[src/rtl/t1fs_pkg.sv]
package t1fs_pkg;

  localparam int NSUB = 4;

  typedef enum logic [1:0] {ST_SEARCH, ST_PICK, ST_LOCK, ST_WAIT} st_t;

  typedef struct packed {
    logic [NSUB-1:0]      alive;
    logic [NSUB-1:0][2:0] hist;
  } cand_t;

  // Patterns in time order, element 0 first.
  localparam logic [5:0] PAT_FT  = 6'b010101;  // 1,0,1,0,1,0
  localparam logic [5:0] PAT_FS  = 6'b011100;  // 0,0,1,1,1,0
  localparam logic [5:0] PAT_FPS = 6'b110100;  // 0,0,1,0,1,1

  // Returns {window_found, predicted_next}; h[2] is the oldest bit.
  function automatic logic [1:0] predict(input logic [5:0] pat, input logic [2:0] h);
    logic [1:0] r;
    r = 2'b00;
    for (int i = 0; i < 6; i++) begin
      if ({pat[i], pat[(i+1)%6], pat[(i+2)%6]} == h)
        r = {1'b1, pat[(i+3)%6]};
    end
    return r;
  endfunction

endpackage

[src/rtl/t1fs_cand_mem.sv]
module t1fs_cand_mem #(
  parameter int DEPTH = 193,
  parameter int W     = 16,
  localparam int AW   = $clog2(DEPTH)
) (
  input  logic          clk,
  input  logic          we,
  input  logic [AW-1:0] addr,
  input  logic [W-1:0]  wdata,
  output logic [W-1:0]  rdata
);
  logic [W-1:0] ram [DEPTH];

  assign rdata = ram[addr];

  always_ff @(posedge clk) begin
    if (we) ram[addr] <= wdata;
  end
endmodule

[src/rtl/t1fs_cand_upd.sv]
module t1fs_cand_upd
  import t1fs_pkg::*;
(
  input  cand_t      cur,
  input  logic       bit_in,
  input  logic [1:0] sub,
  input  logic       hist_ok,
  input  logic       init,
  input  logic       esf,
  input  logic       xchk,
  output cand_t      nxt,
  output logic       any_alive
);
  logic [2:0]      h_sel;
  logic [NSUB-1:0] alive_n;

  assign h_sel = cur.hist[sub];

  for (genvar g = 0; g < NSUB; g++) begin : g_hyp
    logic       is_frm;
    logic       chk;
    logic [5:0] pat;
    logic [1:0] pr;
    logic       bad;
    always_comb begin
      is_frm = esf ? (sub == 2'(g)) : (sub[0] == 1'(g % 2));
      pat    = esf ? PAT_FPS : (is_frm ? PAT_FT : PAT_FS);
      chk    = hist_ok && (is_frm || (!esf && xchk));
      pr     = predict(pat, h_sel);
      bad    = chk && (!pr[1] || (pr[0] != bit_in));
    end
    assign alive_n[g] = init ? (esf || (g < 2)) : (cur.alive[g] & ~bad);
  end

  always_comb begin
    nxt.hist      = cur.hist;
    nxt.hist[sub] = {h_sel[1:0], bit_in};
    nxt.alive     = alive_n;
    any_alive     = |alive_n;
  end
endmodule

[src/rtl/t1_frame_search.sv]
module t1_frame_search
  import t1fs_pkg::*;
#(
  parameter int FRAME_BITS = 193,
  parameter int HIST_BITS  = 10,
  parameter int TMO_BITS   = 24,
  localparam int POS_W     = $clog2(FRAME_BITS)
) (
  input  logic             clk,
  input  logic             rst,
  input  logic             bit_in,
  input  logic             bit_en,
  input  logic             esf_mode,
  input  logic             fs_check_en,
  input  logic             reframe,
  output logic             in_frame,
  output logic [POS_W-1:0] bit_pos
);
  localparam int FW = $clog2(TMO_BITS * NSUB + 1);
  localparam logic [POS_W-1:0] LAST = POS_W'(FRAME_BITS - 1);

  st_t              st;
  logic [POS_W-1:0] sidx, apos, surv_idx, apos_nx, idx_new;
  logic [FW-1:0]    fcnt, hist_end, tmo_end;
  logic [1:0]       surv_cnt, cnt_in, cnt_new, sub;
  logic             esf_q, xchk_q;
  logic             hist_ok, init, any_alive, proc, frame_end;
  cand_t            rd, wr;

  t1fs_cand_mem #(.DEPTH(FRAME_BITS), .W($bits(cand_t))) u_mem (
    .clk(clk), .we(proc), .addr(sidx), .wdata(wr), .rdata(rd)
  );

  t1fs_cand_upd u_upd (
    .cur(rd), .bit_in(bit_in), .sub(sub), .hist_ok(hist_ok), .init(init),
    .esf(esf_q), .xchk(xchk_q), .nxt(wr), .any_alive(any_alive)
  );

  always_comb begin
    sub       = esf_q ? fcnt[1:0] : {1'b0, fcnt[0]};
    hist_ok   = esf_q ? ((fcnt >> 2) >= FW'(3)) : ((fcnt >> 1) >= FW'(3));
    init      = (fcnt == '0);
    hist_end  = esf_q ? FW'(HIST_BITS * 4 - 1) : FW'(HIST_BITS * 2 - 1);
    tmo_end   = esf_q ? FW'(TMO_BITS * 4 - 1)  : FW'(TMO_BITS * 2 - 1);
    apos_nx   = (apos == LAST) ? '0 : apos + 1'b1;
    frame_end = (sidx == LAST);
    proc      = bit_en && !reframe &&
                ((st == ST_SEARCH) || ((st == ST_WAIT) && (apos_nx == POS_W'(1))));
    cnt_in    = (sidx == '0) ? 2'd0 : surv_cnt;
    cnt_new   = any_alive ? ((cnt_in == 2'd0) ? 2'd1 : 2'd2) : cnt_in;
    idx_new   = (any_alive && (cnt_in == 2'd0)) ? sidx : surv_idx;
  end

  always_ff @(posedge clk) begin
    if (rst) begin
      st       <= ST_SEARCH;
      sidx     <= '0;
      fcnt     <= '0;
      apos     <= '0;
      bit_pos  <= '0;
      in_frame <= 1'b0;
      surv_cnt <= '0;
      surv_idx <= '0;
      esf_q    <= esf_mode;
      xchk_q   <= fs_check_en;
    end else begin
      if (bit_en) apos <= apos_nx;
      case (st)
        ST_SEARCH, ST_WAIT: begin
          if (reframe) begin
            sidx   <= '0;
            fcnt   <= '0;
            esf_q  <= esf_mode;
            xchk_q <= fs_check_en;
          end else if (proc) begin
            st       <= ST_SEARCH;
            surv_cnt <= cnt_new;
            surv_idx <= idx_new;
            if (frame_end) begin
              sidx <= '0;
              fcnt <= fcnt + 1'b1;
              if (fcnt >= hist_end) begin
                if (cnt_new == 2'd1) begin
                  st       <= ST_LOCK;
                  in_frame <= 1'b1;
                  apos     <= LAST - idx_new;
                  bit_pos  <= LAST - idx_new;
                end else if (cnt_new == 2'd0) begin
                  fcnt   <= '0;
                  esf_q  <= esf_mode;
                  xchk_q <= fs_check_en;
                end else if (fcnt == tmo_end) begin
                  st <= ST_PICK;
                end
              end
            end else begin
              sidx <= sidx + 1'b1;
            end
          end
        end
        ST_PICK: begin
          if (reframe) begin
            st     <= ST_SEARCH;
            sidx   <= '0;
            fcnt   <= '0;
            esf_q  <= esf_mode;
            xchk_q <= fs_check_en;
          end else if (bit_en) begin
            if (|rd.alive) begin
              st       <= ST_LOCK;
              in_frame <= 1'b1;
              apos     <= '0;
              bit_pos  <= '0;
            end else begin
              sidx <= frame_end ? '0 : sidx + 1'b1;
            end
          end
        end
        default: begin
          if (reframe) begin
            st       <= ST_WAIT;
            in_frame <= 1'b0;
            bit_pos  <= '0;
            sidx     <= '0;
            fcnt     <= '0;
            esf_q    <= esf_mode;
            xchk_q   <= fs_check_en;
          end else if (bit_en) begin
            bit_pos <= apos_nx;
          end
        end
      endcase
    end
  end
endmodule

[config.mk]
export PLATFORM = sky130hd
export DESIGN_NAME = t1_frame_search
export DESIGN_NICKNAME = d
export VERILOG_FILES = /design/src/rtl/t1fs_pkg.sv /design/src/rtl/t1fs_cand_mem.sv /design/src/rtl/t1fs_cand_upd.sv /design/src/rtl/t1_frame_search.sv
export SDC_FILE = /design/constraint.sdc
export NUM_CORES = 2
export LEC_CHECK = 0
export BUFFER_PORTS_ARGS = -buffer_cell sky130_fd_sc_hd__buf_2
export CAP_MARGIN = 25
export CORE_MARGIN = 4
export CORE_UTILIZATION = 35
export CTS_CLUSTER_SIZE = 20
export DETAILED_ROUTE_END_ITERATION = 16
export PLACE_DENSITY = 0.53
export SYNTH_ARGS = -nofsm -noshare
export SYNTH_HDL_FRONTEND = slang
export SYNTH_HIERARCHICAL = 1
export SYNTH_SLANG_ARGS = --single-unit
export TNS_END_PERCENT = 100
[constraint.sdc]
create_clock -name clk -period 31.7 [get_ports clk]
set_input_delay 1.585 -clock clk [delete_from_list [all_inputs] [get_ports clk]]
set_output_delay 1.585 -clock clk [all_outputs]
set_load 0.02 [all_outputs]
==> reports/results.ini <==
[status]
outcome=finished clean

[timing]
worst_slack_ps=18830
fin_crit_sh_pct=40.59
fin_hold_ws_ps=500.1
max_freq_mhz=77.72
slew_headroom_pct=19.51
finalHoldViolCount=0
rsz0062_at_grt=no
fin_crit_ps=12870
setup_violations=0
slew_violations=0
setup_tns_ps=0
fin_skew_ps=71.65
tightest_slew_ps=1207

[cts]
root_buffer=clkbuf_16
post_cts_buffers=0
cts_hold_buf=0
cts_made_buffers=334
tritoncts=done
cts.repair.resized=0
clk_pin_slew_ps=60
clk_latency_ps=930
cts_sinks=3134
h-tree-depth=5
clockBufferDepth=4

[grt]
grt_pass1_wl_um=478600
antenna_found_initial=6
gr-total-overflow=0
grt_util_all_layers_pct=18.36
grt_max_degree=170
grt_pass1_vias=62440

[place]
pre_cts_slack_ps=18610
routabilityCongestion=0.8433
place_area_mm2=0.1296
portBuffers=15
hpwlAfterDp_um=194300

[yosys]
synth_area_leaders=edfxtp_1, mux4_2, mux2i_1, a22oi_1, dfxtp_1
async_reset_ff_share_pct=0
ys_ff_latch=3134
synthXorXnorAreaFrac_pct=0.1072
synth.avg_cell_area_um2=20.08
synth_ff_type=edfxtp_1
synth_top_area_share_pct=75.74
syn_inst=6102
synth-seq-area-share_pct=76.46
synthMuxAreaShare_pct=14.30
yosys.cell_types.count=88
synth_warnings=6
synth-compound-area-share_pct=4.305
synth_edf_count=3090
yosysMostFrequentCell=edfxtp_1
ys_top_cells_by_count=edfxtp_1, mux4_2, mux2i_1
synth_area_leader_cell=edfxtp_1
syn_area_mm2=0.1225
synth_simple_gate_area_share_pct=2.973
synthAdderAreaFrac_pct=0.1430
synth_nets=6123
synth_top_family_by_area=multiplexers

[drt]
wire_per_inst_um=29.87
vias_per_cell=5.550
antenna_left=0
drtIter0Drc=6758
firstDrtPassIters=6
drcViolationCount=0
wirelength_um=336800
vias=62570

[die]
dieWidth_um=599.6
num_rows=216
start_util_pct=35.28
die_height_um=599.6
coreArea_mm2=0.3473
ios=16
die_area_mm2=0.3596

[power]
ir_drop_uv=67.22
p_per_area_mw_per_mm2=68.43
p_leak_nw=41.38

[cells_and_area]
nets=6444
drive_above_1_share_pct=22.26
areaGrowthSynthToFinish_pct=14.70
final_cell_area_mm2=0.1405

[critical_path]
r2r-start=sidx[0]
cp_max_fo=86
startpoint_type=register
startpoint=sidx[0]
cpPeakStageDelay_ps=790
slowest_stage=buf_4
crit_path_end_kind=register
crit_arrival_ps=13690
crit_required_ps=32530
critPathKind=reg -> reg
cpMostUsedCell=buf_4

[min_path]
min-delay-start=surv_idx[7]
min_path_type=reg -> reg

[job]
drv_cap=0

## metal layers
layer,global-route usage (%),routed length (um),up-vias
met3,3.167,23130,509
met4,5.786,11390,2
met5,0,11,-
met2,29.14,159000,2265
met1,25.90,143200,33660
li1,-,-,26130
## power by group
part	internal [mW]	total, mW	switching, mW
Sequential	4.77	4.78	0.0135
Combinational	0.343	1.02	0.679
Clock	2.19	3.81	1.62
## cell type report
type                    count  area (um^2)
fillers                 30550       206800
flip-flops and latches   3134        93680
multi-input cells        2564        27300
clock buffers             416         8771
well taps                4578         5728
repair buffers            357         3027
clock inverters           185         1874
inverters                  32        120.1
diodes                      7        17.52
## cells by family after synthesis
| logic type | count (synthesis) |
|---|---|
| AO/OA/AOI/OAI | 719 |
| XOR/XNOR | 15 |
| adder cells (fa/ha/maj) | 14 |
| buffers and inverters | 404 |
| flip-flops | 3134 |
| multiplexers | 1062 |
| AND/OR/NAND/NOR | 754 |
## final timing paths
path                            slack (ps)  depth (start not counted)           to
worst max-delay path                 18830                         28   bit_pos[6]
worst min-delay path                   500                          2  surv_idx[7]
worst max register to register       18830                         28   bit_pos[6]
worst min register to register         500                          2  surv_idx[7]
## state kept, by name, summed over array words and instances, names as in the netlist
register and flops:
apos 8, bit_pos 8, esf_q 1, fcnt 7
in_frame 1, sidx 8, st 2, surv_cnt 2
surv_idx 8, u_mem/ram 3088, xchk_q 1
## layout by cell type (no fill, tap or decap), types with 26 or more instances in the layout
cell type  Yosys  final
nand4_1       44     44
a21oi_1      111    111
a221oi_1      65     65
nand3_1      132    131
nor2_1       217    184
clkinv_1       1     79
bufinv_16      0     26
nor2_2         0     31
edfxtp_1    3090   3090
a211oi_1      47     47
nand2_1      147    144
nor3_2         2     39
o22ai_1       41     41
a22o_1        64     64
clkbuf_16      0    338
mux4_2       547    547
buf_4         58    302
dfxtp_1       44     40
nor3_1        94     54
a22oi_1      242    242
mux2i_1      487    487
clkinv_2       0     47
inv_1         30     30
clkbuf_1     178     76
o21ai_0       38     34
## stage by stage
stage / util (%) / power, mW / std cells
final: 40.46 / 9.616 / 11270
after global routing: 40.46 / 9.946 / 11270
after CTS: 40.39 / 9.708 / 11260
after detailed placement: 37.33 / 5.899 / 10650
after global placement: 37.24 / 5.877 / 10630
after floorplan: - / 5.612 / 6102
## critical path: cells and delay by family (launching register included)
kind | cells | cell delay [ps]
muxes | 4 | 1600
DFF | 1 | 680
buffers and inverters | 8 | 4930
adders and majority gates | 1 | 180
AOI/OAI and AO/OA | 9 | 2490
and+or+nand+nor | 6 | 2520
Power figures use the tool's default switching activity.
